**config.mk**
```make
export PLATFORM = sky130hd
export DESIGN_NAME = ivt_top
export DESIGN_NICKNAME = d
export VERILOG_FILES = /design/src/rtl/ivt_pkg.sv /design/src/rtl/ivt_divider.sv /design/src/rtl/ivt_irq.sv /design/src/rtl/ivt_sync.sv /design/src/rtl/ivt_top.sv
export SDC_FILE = /design/constraint.sdc
export NUM_CORES = 1
export LEC_CHECK = 0
export ABC_AREA = 1
export BUFFER_PORTS_ARGS = -buffer_cell sky130_fd_sc_hd__buf_2
export CAP_MARGIN = 5
export CORE_MARGIN = 2
export CORE_UTILIZATION = 45
export CTS_CLUSTER_SIZE = 12
export DETAILED_ROUTE_END_ITERATION = 12
export REMOVE_ABC_BUFFERS = 1
export SYNTH_ARGS = -nofsm -noshare
export SYNTH_HDL_FRONTEND = slang
export SYNTH_HIERARCHICAL = 1
export SYNTH_SLANG_ARGS = --single-unit
```
**constraint.sdc**
```tcl
create_clock -name clk -period 2.9 [get_ports clk]
set_input_delay 0.145 -clock clk [delete_from_list [all_inputs] [get_ports clk]]
set_output_delay 0.145 -clock clk [all_outputs]
set_load 0.02 [all_outputs]
```
**src/rtl/ivt_pkg.sv**
```systemverilog
package ivt_pkg;

    parameter int IVT_SEL_W = 4;

    typedef struct packed {
        logic [IVT_SEL_W-1:0] sel;
        logic                 src_sys;
        logic                 bypass;
        logic                 irq_en;
    } ivt_ctl_t;

endpackage

```
**src/rtl/ivt_divider.sv**
```systemverilog
module ivt_divider #(
    parameter int STAGES = 14,
    parameter int SEL_W  = 4
) (
    input  logic             clk,
    input  logic             rst_n,
    input  logic             sub_clk,
    input  logic             sys_ce,
    input  logic             src_sys,
    input  logic             bypass,
    input  logic [SEL_W-1:0] sel,
    input  logic             restart,
    output logic             tap
);
    localparam int IDX_W = (STAGES > 1) ? $clog2(STAGES) : 1;

    typedef struct packed {
        logic [STAGES-1:0] cnt;
        logic              sub_s1;
        logic              sub_s2;
    } div_state_t;

    div_state_t state_q, state_d;
    logic             step;
    logic [IDX_W-1:0] tap_idx;

    always_comb begin
        state_d        = state_q;
        state_d.sub_s1 = sub_clk;
        state_d.sub_s2 = state_q.sub_s1;
        step = src_sys ? sys_ce : (state_q.sub_s1 & ~state_q.sub_s2);
        if (restart) begin
            state_d.cnt = '0;
        end else if (step) begin
            state_d.cnt = state_q.cnt + 1'b1;
        end
        tap_idx = (int'(sel) >= STAGES) ? IDX_W'(STAGES - 1) : IDX_W'(sel);
        tap     = bypass ? state_q.sub_s1 : state_q.cnt[tap_idx];
    end

    always_ff @(posedge clk or negedge rst_n) begin
        if (!rst_n) begin
            state_q <= '0;
        end else begin
            state_q <= state_d;
        end
    end

    assert_restart_clears_R11: assert property (@(posedge clk) disable iff (!rst_n)
        restart |=> (state_q.cnt == '0));

    assert_hold_without_step_R4: assert property (@(posedge clk) disable iff (!rst_n)
        (!restart && !step) |=> $stable(state_q.cnt));

endmodule

```
**src/rtl/ivt_irq.sv**
```systemverilog
module ivt_irq (
    input  logic clk,
    input  logic rst_n,
    input  logic tap,
    input  logic ack,
    output logic pend
);
    typedef struct packed {
        logic tap_prev;
        logic pend;
    } irq_state_t;

    irq_state_t state_q, state_d;
    logic       tap_rise;

    always_comb begin
        state_d          = state_q;
        state_d.tap_prev = tap;
        tap_rise         = tap & ~state_q.tap_prev;
        state_d.pend     = tap_rise | (state_q.pend & ~ack);
        pend             = state_q.pend;
    end

    always_ff @(posedge clk or negedge rst_n) begin
        if (!rst_n) begin
            state_q <= '0;
        end else begin
            state_q <= state_d;
        end
    end

    assert_pend_sticky_R9: assert property (@(posedge clk) disable iff (!rst_n)
        (pend && !ack) |=> pend);

    assert_pend_clear_by_ack_R9: assert property (@(posedge clk) disable iff (!rst_n)
        $fell(pend) |-> $past(ack));

endmodule

```
**src/rtl/ivt_sync.sv**
```systemverilog
module ivt_sync (
    input  logic clk,
    input  logic rst_n,
    input  logic sys_ce,
    input  logic sleep,
    input  logic din,
    output logic dout
);
    typedef struct packed {
        logic s1;
        logic s2;
    } sync_state_t;

    sync_state_t state_q, state_d;

    always_comb begin
        state_d = state_q;
        if (sys_ce) begin
            state_d.s1 = din;
            state_d.s2 = state_q.s1;
        end
        dout = state_q.s2 & ~sleep;
    end

    always_ff @(posedge clk or negedge rst_n) begin
        if (!rst_n) begin
            state_q <= '0;
        end else begin
            state_q <= state_d;
        end
    end

    assert_moves_on_ce_R6: assert property (@(posedge clk) disable iff (!rst_n)
        !sys_ce |=> $stable(state_q.s2));

endmodule

```
**src/rtl/ivt_top.sv**
```systemverilog
module ivt_top
    import ivt_pkg::*;
#(
    parameter int STAGES  = 14,
    parameter int RST_SEL = 0
) (
    input  logic                 clk,
    input  logic                 rst_n,
    input  logic                 sys_ce,
    input  logic                 sub_clk,
    input  logic                 sleep,
    input  logic                 wdt_en,
    input  logic                 cfg_wr,
    input  logic [IVT_SEL_W-1:0] cfg_sel,
    input  logic                 cfg_restart,
    input  logic                 ctl_wr,
    input  logic                 ctl_src_sys,
    input  logic                 ctl_bypass,
    input  logic                 ctl_irq_en,
    input  logic                 irq_ack,
    output logic                 tmr_out,
    output logic                 irq
);
    localparam ivt_ctl_t CTL_RST = '{sel: IVT_SEL_W'(RST_SEL), src_sys: 1'b0,
                                     bypass: 1'b0, irq_en: 1'b0};

    ivt_ctl_t ctl_q, ctl_d;
    logic     restart_go;
    logic     tap;
    logic     pend;

    always_comb begin
        ctl_d = ctl_q;
        if (cfg_wr) begin
            ctl_d.sel = cfg_sel;
        end
        if (ctl_wr) begin
            ctl_d.src_sys = ctl_src_sys;
            ctl_d.bypass  = ctl_bypass;
            ctl_d.irq_en  = ctl_irq_en;
        end
        restart_go = cfg_wr & cfg_restart & ~wdt_en;
        irq        = pend & ctl_q.irq_en;
    end

    always_ff @(posedge clk or negedge rst_n) begin
        if (!rst_n) begin
            ctl_q <= CTL_RST;
        end else begin
            ctl_q <= ctl_d;
        end
    end

    ivt_divider #(
        .STAGES (STAGES),
        .SEL_W  (IVT_SEL_W)
    ) i_divider (
        .clk     (clk),
        .rst_n   (rst_n),
        .sub_clk (sub_clk),
        .sys_ce  (sys_ce),
        .src_sys (ctl_q.src_sys),
        .bypass  (ctl_q.bypass),
        .sel     (ctl_q.sel),
        .restart (restart_go),
        .tap     (tap)
    );

    ivt_irq i_irq (
        .clk   (clk),
        .rst_n (rst_n),
        .tap   (tap),
        .ack   (irq_ack),
        .pend  (pend)
    );

    ivt_sync i_sync (
        .clk    (clk),
        .rst_n  (rst_n),
        .sys_ce (sys_ce),
        .sleep  (sleep),
        .din    (tap),
        .dout   (tmr_out)
    );

    assert_sleep_forces_low_R7: assert property (@(posedge clk) disable iff (!rst_n)
        sleep |-> !tmr_out);

    assert_mask_blocks_irq_R10: assert property (@(posedge clk) disable iff (!rst_n)
        !ctl_q.irq_en |-> !irq);

endmodule

```
==> flow_summary.ini <==
[layout]
n_antenna_cell = 0
num-nets-final = 250
drive_gt1_share_pct = 20.8
area_growth_pct = 17.7

[synthesis]
synth_most_common_cell = nand2_1
syn-cell-area_sq_um = 1520
syn_avg_cell_area_sq_um = 7.59
synth_cell_types = 27
ys_ff_latch = 27
netlist_instances = 200
yosysTopAreaCell = dfrtp_1
yosysWarningCount = 6
synth_async_sr_flop_share_pct = 100
synth.area.top_cells = dfrtp_1 (45%), nand2_1 (15%), nand3_1 (6.3%)
synthFlopType = dfrtp_1
synth_seq_area_share_pct = 44.5
synth_top_area_share_pct = 44.5
synth_commonest_cells = nand2_1 (61), dfrtp_1 (27), inv_1 (25)
synth_edf_count = 0

[drt]
ant_nets = 0
vias = 1313
drc_errors = 0
wl_per_cell_um = 11.1
drtIter0Drc = 36
vias_per_cell = 4.74
wirelength_mm = 3.07
drt-pass1-iter-count = 4

[power]
peakVddDrop_v = 0.000244
leakagePower_uw = 0.000941
p_per_area_nw_per_um2 = 458

[setup_path]
endpoint = i_irq/pend$_DFF_PN0_
worstSetupStartpointType = register
crit_required_ns = 3.16
r2r_cells = 11
arrival_ns = 1.80
r2r_start = ctl_q[5]$_DFFE_PN0P_
r2r_end = i_irq/pend$_DFF_PN0_
path_max_fanout = 8
regToRegSetupSlack_ns = 1.36
cp-startpoint = ctl_q[5]$_DFFE_PN0P_
timing_worst_setup_path_type = reg -> reg
crit_path_end_kind = register

[clock_network]
postCtsHoldBufs = 8
cts_root_buf = clkbuf_4
cts_setup_buffers = 0
clock_sinks = 27
clk_pin_slew_ns = 0.16
cts_tree = done
numCtsBuffers = 3
cts.path.max_buffers = 2
cts_resized = 0
cts_htree_levels = 1
clk_latency_ns = 0.34

[floorplan]
fp.coreArea_sq_um = 3280
die_x_um = 62.1
die_h_um = 62.1
initial_core_util_pct = 46.2
io_pins = 19
die_area_sq_um = 3850
placement_rows = 21

[run_status]
status = finished, final reports clean

[flow_run]
drv_cap = 0

[grt]
grt_pass1_vias = 1296
grt-ovfl-total = 0
grt_antenna_before_repair = 0
grt_usage_pct = 19.4
grt_pass1_wl_mm = 5.55
grt_max_degree = 28

[worst_hold_path]
hold_path_class = in -> reg

[timing]
fin_setup_tns_ns = 0
max_slew_margin_pct = 60.1
setup_violations = 0
worstMarginPinSlew_ns = 0.598
whs_ns = 0.0118
fin_crit_sh_pct = 53.3
rsz0062_at_grt = no
finalHoldViolations = 0
period_minus_slack_ns = 1.54
finalMaxSlewViolations = 0
timing.fmax_ghz = 0.647
finClkSkew_ns = 0.0116

[placement]
port_buffers = 18
place_congestion = 0.795
dp_hpwl_mm = 2.31
state kept, by name, summed over array words and instances (netlist names):
register and cells:
ctl_q 7, i_sync/state_q 2, i_divider/state_d 1, i_divider/state_q 15, i_irq/state_q 1, i_irq/pend 1
power breakdown:
group	leakage, uW	total, uW	switching [uW]	internal, uW
logic	0.000573	183	108	74.1
registers	0.000350	460	40.4	419
clock network	0.0000183	177	120	56.3
worst min-delay path by stage:
stage | from | to | cells after the start
floorplan | rst_n | ctl_q[0]$_DFFE_PN0P_ | 0
global placement | rst_n | i_sync/state_q[0]$_DFFE_PN0P_ | 1
detailed placement | rst_n | i_irq/state_q[1]$_DFF_PN0_ | 1
CTS | cfg_sel[1] | ctl_q[4]$_DFFE_PN0P_ | 3
global route | cfg_sel[1] | ctl_q[4]$_DFFE_PN0P_ | 3
finish | cfg_sel[1] | ctl_q[4]$_DFFE_PN0P_ | 3
cell families (layout without fill, tap and decap cells):
logic type | Yosys count | after routing | share of synthesized area (%)
AND/OR/NAND/NOR | 119 | 119 | 38.1
AO/OA/AOI/OAI | 19 | 19 | 7.83
XOR/XNOR | 1 | 1 | 0.577
adder cells (fa/ha/maj) | 1 | 1 | 0.824
buffers and inverters | 33 | 64 | 8.16
flip-flops | 27 | 27 | 44.5
layer usage:
layer / wire [um] / vias up / GRT usage [%]
met1: 1510 / 603 / 26.9
li1: - / 688 / -
met4: 33 / 0 / 5.47
met2: 1450 / 17 / 31.5
met3: 73 / 5 / 3.11
met5: 0 / - / 0
stage by stage:
| stage | util (%) | instance area (sq um) | power (uW) | setup WS [ns] | instances |
|---|---|---|---|---|---|
| 6_report | 54.4 | 1790 | 819 | 1.36 | 277 |
| 4_1_cts | 54.1 | 1780 | 827 | 1.36 | 276 |
| 3_5_place_dp | 50.7 | 1670 | 641 | 1.38 | 264 |
| 2_1_floorplan | - | 1520 | 581 | 1.65 | 200 |
| 3_3_place_gp | 50.7 | 1670 | 633 | 1.43 | 264 |
| 5_1_grt | 54.4 | 1790 | 884 | 1.18 | 277 |
worst max-delay path: stages, from the launching register on:
cell and delay (ns):
dfrtp_1 0.46, nand3_2 0.21, nand2_2 0.17, nand2_1 0.06
nand3_1 0.07, nand2_1 0.07, nand3_1 0.08, nand2_1 0.06
nand2_1 0.05, nand2_1 0.09, nand2_1 0.09, nand2_1 0.05
area by class of cell:
| type | instances | area (sq um) |
|---|---|---|
| Fill cell | 315 | 1500 |
| Multi-Input combinational cell | 140 | 718 |
| Sequential cell | 27 | 676 |
| Timing Repair Buffer | 27 | 180 |
| Inverter | 33 | 124 |
| Tap cell | 46 | 57.6 |
| Clock buffer | 3 | 22.5 |
| Clock inverter | 1 | 8.76 |
placed cells by master, fill, tap and decap left out, drive strengths merged:
master       count
nand2           70
clkbuf           3
dlygate4sd3      9
buf             18
nand3           20
nor3             4
ha               1
and3             1
a21oi            9
nor2            20
dfrtp           27
o21ai            8
clkinv           1
nand3b           3
o21a             1
a211oi           1
inv             33
nand4            1
xor2             1
(Power assumes the default switching activity.)
